$ cat src/rtl/irqw_pkg.sv
package irqw_pkg;
  localparam int NUM_SRC  = 8;
  localparam int VEC_W    = $clog2(NUM_SRC);
  localparam int PORT_W   = 4;

  localparam int SRC_DIV  = 0;
  localparam int SRC_T0   = 1;
  localparam int SRC_PORT = 2;
  localparam int SRC_EXT  = 4;
  localparam int SRC_T1   = 7;

  localparam logic [NUM_SRC-1:0] IMPL_MASK =
    NUM_SRC'((1 << SRC_DIV) | (1 << SRC_T0) | (1 << SRC_PORT) |
             (1 << SRC_EXT) | (1 << SRC_T1));

  function automatic logic [VEC_W-1:0] lowest_set(input logic [NUM_SRC-1:0] v);
    logic [VEC_W-1:0] idx;
    idx = '0;
    for (int i = NUM_SRC - 1; i >= 0; i--) begin
      if (v[i]) idx = VEC_W'(i);
    end
    return idx;
  endfunction
endpackage

$ cat src/rtl/irqw_pin_sync.sv
module irqw_pin_sync #(
  parameter int W      = 5,
  parameter int STAGES = 2
) (
  input  logic         clk,
  input  logic         rst_n,
  input  logic [W-1:0] din_i,
  input  logic [W-1:0] rst_val_i,
  output logic [W-1:0] cur_o,
  output logic [W-1:0] prev_o
);
  logic [W-1:0] stage_q [STAGES];
  logic [W-1:0] prev_q;

  genvar s;
  generate
    for (s = 0; s < STAGES; s++) begin : g_stage
      logic [W-1:0] stage_d;
      if (s == 0) begin : g_first
        always_comb stage_d = din_i;
      end else begin : g_next
        always_comb stage_d = stage_q[s-1];
      end
      always_ff @(posedge clk or negedge rst_n) begin
        if (!rst_n) stage_q[s] <= rst_val_i;
        else        stage_q[s] <= stage_d;
      end
    end
  endgenerate

  always_ff @(posedge clk or negedge rst_n) begin
    if (!rst_n) prev_q <= rst_val_i;
    else        prev_q <= stage_q[STAGES-1];
  end

  assign cur_o  = stage_q[STAGES-1];
  assign prev_o = prev_q;
endmodule

$ cat src/rtl/irqw_evt_flags.sv
module irqw_evt_flags
  import irqw_pkg::*;
(
  input  logic               clk,
  input  logic               rst_n,
  input  logic [NUM_SRC-1:0] set_i,
  input  logic [NUM_SRC-1:0] clr_i,
  output logic [NUM_SRC-1:0] flags_o
);
  logic [NUM_SRC-1:0] flags_q, flags_d;
  logic               flags_en;

  always_comb begin
    // a new event in the same cycle wins over the clear
    flags_d  = ((flags_q & ~clr_i) | set_i) & IMPL_MASK;
    flags_en = |set_i | |clr_i;
  end

  always_ff @(posedge clk or negedge rst_n) begin
    if (!rst_n)        flags_q <= '0;
    else if (flags_en) flags_q <= flags_d;
  end

  assign flags_o = flags_q;
endmodule

$ cat src/rtl/irqw_arbiter.sv
module irqw_arbiter
  import irqw_pkg::*;
(
  input  logic               clk,
  input  logic               rst_n,
  input  logic [NUM_SRC-1:0] flags_i,
  input  logic [NUM_SRC-1:0] ien_i,
  input  logic               open_i,
  input  logic               close_i,
  input  logic               ack_i,
  output logic               req_o,
  output logic [VEC_W-1:0]   vec_o,
  output logic [NUM_SRC-1:0] clr_o
);
  logic               gie_q, gie_d, gie_en;
  logic [NUM_SRC-1:0] pending;
  logic               accept;

  always_comb begin
    pending = flags_i & ien_i & IMPL_MASK;
    req_o   = gie_q & |pending;
    vec_o   = lowest_set(pending);
    accept  = req_o & ack_i;
    clr_o   = accept ? (NUM_SRC'(1) << vec_o) : '0;
  end

  always_comb begin
    gie_d  = gie_q;
    gie_en = close_i | open_i | accept;
    if (close_i)     gie_d = 1'b0;
    else if (open_i) gie_d = 1'b1;
    else if (accept) gie_d = 1'b0;
  end

  always_ff @(posedge clk or negedge rst_n) begin
    if (!rst_n)      gie_q <= 1'b0;
    else if (gie_en) gie_q <= gie_d;
  end
endmodule

$ cat src/rtl/irq_wake_ctrl.sv
module irq_wake_ctrl
  import irqw_pkg::*;
(
  input  logic              clk,
  input  logic              rst_n,
  input  logic              div_ovf_i,
  input  logic              tmr0_unf_i,
  input  logic              tmr1_unf_i,
  input  logic [3:0]        port_i,
  input  logic              ext_n_i,
  input  logic              ien_we_i,
  input  logic [7:0]        ien_wdata_i,
  input  logic              hren_we_i,
  input  logic [7:0]        hren_wdata_i,
  input  logic              pen_we_i,
  input  logic [3:0]        pen_wdata_i,
  input  logic              gie_set_i,
  input  logic              gie_clr_i,
  input  logic              irq_ack_i,
  output logic              irq_req_o,
  output logic [2:0]        irq_vec_o,
  output logic              hold_release_o,
  output logic [7:0]        evt_o
);
  localparam int PIN_W = PORT_W + 1;

  logic [NUM_SRC-1:0] ien_q, hren_q;
  logic [PORT_W-1:0]  pen_q;
  logic               hold_q, hold_d;

  logic [PIN_W-1:0]   pin_cur, pin_prev, pin_rst;
  logic [PORT_W-1:0]  port_toggle;
  logic               ext_fall;
  logic [NUM_SRC-1:0] set_vec, clr_vec, flags;

  // enable registers
  always_ff @(posedge clk or negedge rst_n) begin
    if (!rst_n)        ien_q <= '0;
    else if (ien_we_i) ien_q <= ien_wdata_i & IMPL_MASK;
  end

  always_ff @(posedge clk or negedge rst_n) begin
    if (!rst_n)         hren_q <= '0;
    else if (hren_we_i) hren_q <= hren_wdata_i & IMPL_MASK;
  end

  always_ff @(posedge clk or negedge rst_n) begin
    if (!rst_n)        pen_q <= '0;
    else if (pen_we_i) pen_q <= pen_wdata_i;
  end

  // pin synchronizer: port pins low, external pin high (idle) at reset
  assign pin_rst = {1'b1, {PORT_W{1'b0}}};

  irqw_pin_sync #(.W(PIN_W), .STAGES(2)) u_sync (
    .clk       (clk),
    .rst_n     (rst_n),
    .din_i     ({ext_n_i, port_i}),
    .rst_val_i (pin_rst),
    .cur_o     (pin_cur),
    .prev_o    (pin_prev)
  );

  always_comb begin
    port_toggle = (pin_cur[PORT_W-1:0] ^ pin_prev[PORT_W-1:0]) & pen_q;
    ext_fall    = pin_prev[PORT_W] & ~pin_cur[PORT_W];
    set_vec           = '0;
    set_vec[SRC_DIV]  = div_ovf_i;
    set_vec[SRC_T0]   = tmr0_unf_i;
    set_vec[SRC_PORT] = |port_toggle;
    set_vec[SRC_EXT]  = ext_fall;
    set_vec[SRC_T1]   = tmr1_unf_i;
    hold_d            = |(set_vec & hren_q);
  end

  irqw_evt_flags u_flags (
    .clk     (clk),
    .rst_n   (rst_n),
    .set_i   (set_vec),
    .clr_i   (clr_vec),
    .flags_o (flags)
  );

  irqw_arbiter u_arb (
    .clk     (clk),
    .rst_n   (rst_n),
    .flags_i (flags),
    .ien_i   (ien_q),
    .open_i  (ien_we_i | gie_set_i),
    .close_i (gie_clr_i),
    .ack_i   (irq_ack_i),
    .req_o   (irq_req_o),
    .vec_o   (irq_vec_o),
    .clr_o   (clr_vec)
  );

  always_ff @(posedge clk or negedge rst_n) begin
    if (!rst_n) hold_q <= 1'b0;
    else        hold_q <= hold_d;
  end

  assign hold_release_o = hold_q;
  assign evt_o          = flags;
endmodule

$ cat config.mk
export PLATFORM = sky130hd
export DESIGN_NAME = irq_wake_ctrl
export DESIGN_NICKNAME = d
export VERILOG_FILES = /design/src/rtl/irqw_pkg.sv /design/src/rtl/irqw_pin_sync.sv /design/src/rtl/irqw_evt_flags.sv /design/src/rtl/irqw_arbiter.sv /design/src/rtl/irq_wake_ctrl.sv
export SDC_FILE = /design/constraint.sdc
export NUM_CORES = 1
export LEC_CHECK = 0
export ABC_AREA = 1
export BUFFER_PORTS_ARGS = -buffer_cell sky130_fd_sc_hd__buf_2
export CAP_MARGIN = 10
export CELL_PAD_IN_SITES_DETAIL_PLACEMENT = 1
export CELL_PAD_IN_SITES_GLOBAL_PLACEMENT = 1
export CORE_MARGIN = 2
export CORE_UTILIZATION = 38
export CTS_BUF_LIST = sky130_fd_sc_hd__clkbuf_4
export DETAILED_ROUTE_END_ITERATION = 16
export PLACE_DENSITY_LB_ADDON = 0.1
export SYNTH_ARGS = -nofsm -noshare
export SYNTH_HDL_FRONTEND = slang
export SYNTH_SLANG_ARGS = --single-unit
$ cat constraint.sdc
create_clock -name clk -period 1.2 [get_ports clk]
set_input_delay 0.12 -clock clk [delete_from_list [all_inputs] [get_ports clk]]
set_output_delay 0.12 -clock clk [all_outputs]
set_load 0.01 [all_outputs]
Word-level counts from Yosys, hierarchy flattened:

Cells that the tools add are included.

* flip-flop bits (word level): 36
* output and inout bits: 13

* shift-type cells: 1
* muxes and demuxes: 9
* bitwise logic cells: 15
* reductions and logical operators: 7

Operators by type and width (number)
* AND 8 bit: 3
* OR reduction 8 bit: 3
* two-way mux 3 bit: 5
* two-way mux 8 bit: 1
* NOT 8 bit: 1
* OR 8 bit: 1
* << shifter 1 x 3 -> 8 bit (first input constant): 1
* OR reduction 5 bit: 1
* AND 4 bit: 1
* OR 1 bit: 4
* OR reduction 4 bit: 1
* bitwise XOR 4 bit: 1
* AND 1 bit: 3
* two-way mux 1 bit: 3
* nonzero test 3 bit: 1
* AND reduction 2 bit: 1
* NOT 1 bit: 1

Longest topological paths before layout:

* depth after elaboration: 11
* depth in mapped cells: 9
* mapped depth without buffers: 9

Least setup slack after synthesis:

No wires, ideal clock.

* path type: reg2reg
* from: register u_flags.flags_q[0], in the netlist u_flags.flags_o[0]
* to: register u_flags.flags_q[4], in the netlist u_flags.flags_o[4]
* setup time: 117 ps
* data arrival time: 1078 ps
* path slack: 5 ps
* cell stages (with the launch flop): 9
* buffers on the path: 0
* clock period less this slack: 1195 ps
* cell sequence: dfrtp_1 > nand2_2 > nand3_1 > inv_1 > nand2_1 > inv_1 > nand3_1 > nand2_1 > nand2_1

* elaborated cells between the ends (all ways): 12
* classes of those cells: shift (1); mux (2); bitwise (7); reduce/logical (2)

RTL lines
* start: declaration: RTL line irqw_evt_flags.sv:10 `logic [NUM_SRC-1:0] flags_q, flags_d;`
* start signal: assignment: RTL line irqw_evt_flags.sv:21 `else if (flags_en) flags_q <= flags_d;`
* AND 8 bit *: RTL line irqw_arbiter.sv:20 `pending = flags_i & ien_i & IMPL_MASK;`
* two-way mux 3 bit *: RTL line irqw_pkg.sv:20 `if (v[i]) idx = VEC_W'(i);`
* net irq_vec_o[2]: RTL line irq_wake_ctrl.sv:21 `output logic [2:0] irq_vec_o,`
* << shifter 1 x 3 -> 8 bit *: RTL line irqw_arbiter.sv:24 `clr_o = accept ? (NUM_SRC'(1) << vec_o) : '0;`
* two-way mux 8 bit *: RTL line irqw_arbiter.sv:24
* parallel branches: the longest is 3 deep, another holds OR reduction 8 bit

Mark *: on every way through the listed nets, which the timed path passes.
A chain may end at the register's enable or synchronous reset.

Worst setup path after layout:

* from: register u_flags.flags_q[0], in the netlist u_flags.flags_o[0]
* to: output irq_vec_o[0]

* longest elaborated chain between the ends: 2

RTL lines (RTL line)
* AND 8 bit: irqw_arbiter.sv:20
* two-way mux 3 bit: irqw_pkg.sv:20
* end: declaration: irq_wake_ctrl.sv:21

Every way passes these cells.

==> flow_metrics.env <==
export IMPL_status="finished with violations"
export IMPL_violations="setup timing"
export IMPL_tritoncts="yes"
export IMPL_max_stage_delay_ps=430
export IMPL_vias=1162
export IMPL_htree_num_levels=2
export IMPL_end_kind="output port"
export IMPL_fin_nets=243
export IMPL_grt_total_usage_pct=15.1
export IMPL_die_w_um=65.6
export IMPL_fin_setup_tns_ps=-1150
export IMPL_yosysTopAreaCell="dfrtp_1"
export IMPL_synth_warnings=0
export IMPL_skew_ps=7.66
export IMPL_dp_final_hpwl_um=2160
export IMPL_period_share_pct=115
export IMPL_gr_total_overflow=0
export IMPL_power_leakage_nw=1.02
export IMPL_crit_type="register to output port"
export IMPL_worstPathRequired_ps=1080
export IMPL_slew_violations=0
export IMPL_die_y_um=65.6
export IMPL_clock_path_buffers=2
export IMPL_vias_per_cell=4.54
export IMPL_fmax_mhz=725
export IMPL_cp_start_kind="register"
export IMPL_cts_sinks=36
export IMPL_wirelength_um=3010
export IMPL_num_rows=22
export IMPL_drtIter0Drc=15
export IMPL_grt_first_pass_wirelength_um=4840
export IMPL_cap_viol_max_count=0
export IMPL_antenna_found_initial=0
export IMPL_ios=49
export IMPL_num_fill_cells=427
export IMPL_cp_slowest_cell="dfrtp_1"
export IMPL_preCtsSetupSlack_ps=-48.6
export IMPL_final_area_sq_um=2030
export IMPL_drive_gt1_share_pct=47.6
export IMPL_finalSetupViolations=9
export IMPL_yosysTopAreaCellShare_pct=57.3
export IMPL_async_flop_share_pct=100
export IMPL_period_needed_ps=1380
export IMPL_cp_cell_sequence="nand2_4 > buf_4 > nand2_1 > o21ai_2 > buf_2"
export IMPL_postSynthCellCount=141
export IMPL_dpl_cell_area_sq_um=1720
export IMPL_clkTransAtPathRegs_ps=100
export IMPL_clock_root_buffer="clkbuf_4"
export IMPL_initial_core_util_pct=39.4
export IMPL_synth_top_flop_cell="dfrtp_1"
export IMPL_synth_cell_types=23
export IMPL_crit_path_max_fanout=4
export IMPL_vdd_ir_drop_max_mv=0.939
export IMPL_finalHoldViolations=0
export IMPL_coreArea_sq_um=3660
export IMPL_setup_slack_ps=-179
export IMPL_syn_cell_area_sq_um=1440
export IMPL_seq_area_frac_synth_pct=62.8
export IMPL_drc=0
export IMPL_yosys_register_bits=36
export IMPL_wire_per_inst_um=11.8
export IMPL_synth_area_per_cell_sq_um=10.2
export IMPL_critPathArrivalTime_ps=1260
export IMPL_power_density_nw_per_um2=1200
export IMPL_design_die_area_sq_um=4300
export IMPL_grt_pass1_vias=1150
export IMPL_grt_max_degree=37
export IMPL_total_power_mw=2.43
export IMPL_finalWeightedCongestion=0.734
export IMPL_detail_route_antenna_nets=0
export IMPL_cts_buffers=5
export IMPL_clk_latency_ps=320
export IMPL_rsz0062_at_grt="yes"
export IMPL_synth_edf_count=0
export IMPL_io_buffers=39
export IMPL_n_antenna_cell=0
export IMPL_dr_pass1_iters=3
export IMPL_synthTopCellsByArea="dfrtp_1, nand2_1, dfstp_2"
export IMPL_syn2layout_area_growth_pct=40.5
export IMPL_hold_class="input port to register"
[worst max-delay path: cells and delay by family (launching register included)]
family,cells,cell delay (ps)
AOI/OAI and AO/OA,1,70
buffers and inverters,2,270
DFF,1,430
and+or+nand+nor,2,180
[power breakdown]
part,leakage (nW),internal (mW),switching [mW]
Clock,0.0324,0.215,0.360
Sequential,0.406,1.30,0.0436
Combinational,0.586,0.242,0.263
Total,1.02,1.76,0.667
[state kept, by name (all words and copies together) (netlist names)]
name / count
ien_q: 5
u_flags.flags_o: 5
u_sync.prev_o: 5
u_sync.g_stage.stage_d: 5
pen_q: 4
u_sync.cur_o: 5
hren_q: 5
u_arb.gie_q: 1
hold_release_o: 1
[worst paths after layout]
| kind | from | end | slack (ps) | cells past startpoint |
|---|---|---|---|---|
| worst max-delay path | u_flags.flags_o[0] | irq_vec_o[0] | -180 | 5 |
| worst min-delay path | pen_wdata_i[1] | pen_q[1] | 10 | 3 |
| worst max register to register | u_flags.flags_o[0] | u_flags.flags_o[0] | -140 | 10 |
| worst min register to register | u_sync.g_stage[1].stage_d[0] | u_sync.cur_o[0] | 360 | 0 |
| max in group asynchronous | rst_n | u_sync.prev_o[4] | 490 | 3 |
| min in group asynchronous | rst_n | u_sync.prev_o[1] | 350 | 3 |
[kinds of logic (layout without fill, tap and decap cells)]
group           count (synthesis)  after routing  share of synthesized area (%)
simple gates                   54             54                           16.4
flops                          36             36                           62.8
buf+inv                        26             91                           7.55
compound gates                 17             17                           7.55
mux                             7              7                           5.47
other cells                     1              3                          0.260
[layer usage]
layer / share of wire (%) / wire length, um / up-vias / global-route usage, %
met3: 4.3 / 128 / 2 / 3.60
met1: 40 / 1210 / 564 / 17.1
met4: 0.66 / 20 / 0 / 4.69
li1: - / - / 569 / -
met2: 55 / 1650 / 27 / 27.9
met5: 0 / 0 / - / 0
[final cells by class]
type	count	area (sq um)	area share, %
Clock inverter	3	13.8	0.679
Sequential cell	36	905	44.7
Inverter	21	78.8	3.89
Tap cell	48	60.1	2.96
Multi-Input combinational cell	81	518	25.6
Timing Repair Buffer	62	413	20.4
Clock buffer	5	37.5	1.85
[timing repair]
item | CTS | global route
buffers inserted | 6 | 4
gates resized for setup | 17 | 13
setup endpoints to repair | 8 | 12
endpoints found under the hold margin | 41 | 0
pin swaps | 5 | 10
hold buffers | 9 | 0
[synthesized netlist by cell type (2+ instances only)]
cell type  number
buf_4           3
nor2_4          2
inv_1          20
dfrtp_1        33
o21ai_0         8
nor2_1          8
a21oi_1         3
dfstp_2         3
nand3_1         6
clkbuf_1        2
nand2_2         3
mux2_2          7
nand2_1        33
[through the flow]
step                hold WS (ps)  util [%]  instances
finish                      10.2      55.3        256
global route               0.296      55.3        256
CTS                         5.38      53.7        254
detailed placement           180      47.0        231
global placement             174      47.0        231
floorplan                   -176         -        143
[layout by cell type (no fill, tap or decap), drive strengths merged]
cell type / Yosys / final
o21bai: 2 / 2
nand2: 36 / 36
buf: 3 / 53
dlygate4sd3: 0 / 9
dfrtp: 33 / 33
o211ai: 1 / 1
nand4: 1 / 1
clkbuf: 2 / 5
clkinv: 0 / 3
o21ai: 10 / 10
nor3: 1 / 1
dfstp: 3 / 3
conb: 1 / 3
inv: 21 / 21
nor2: 10 / 10
mux2: 7 / 7
a21oi: 3 / 3
o22ai: 1 / 1
nand3: 6 / 6
Power figures use the tool's default switching activity.
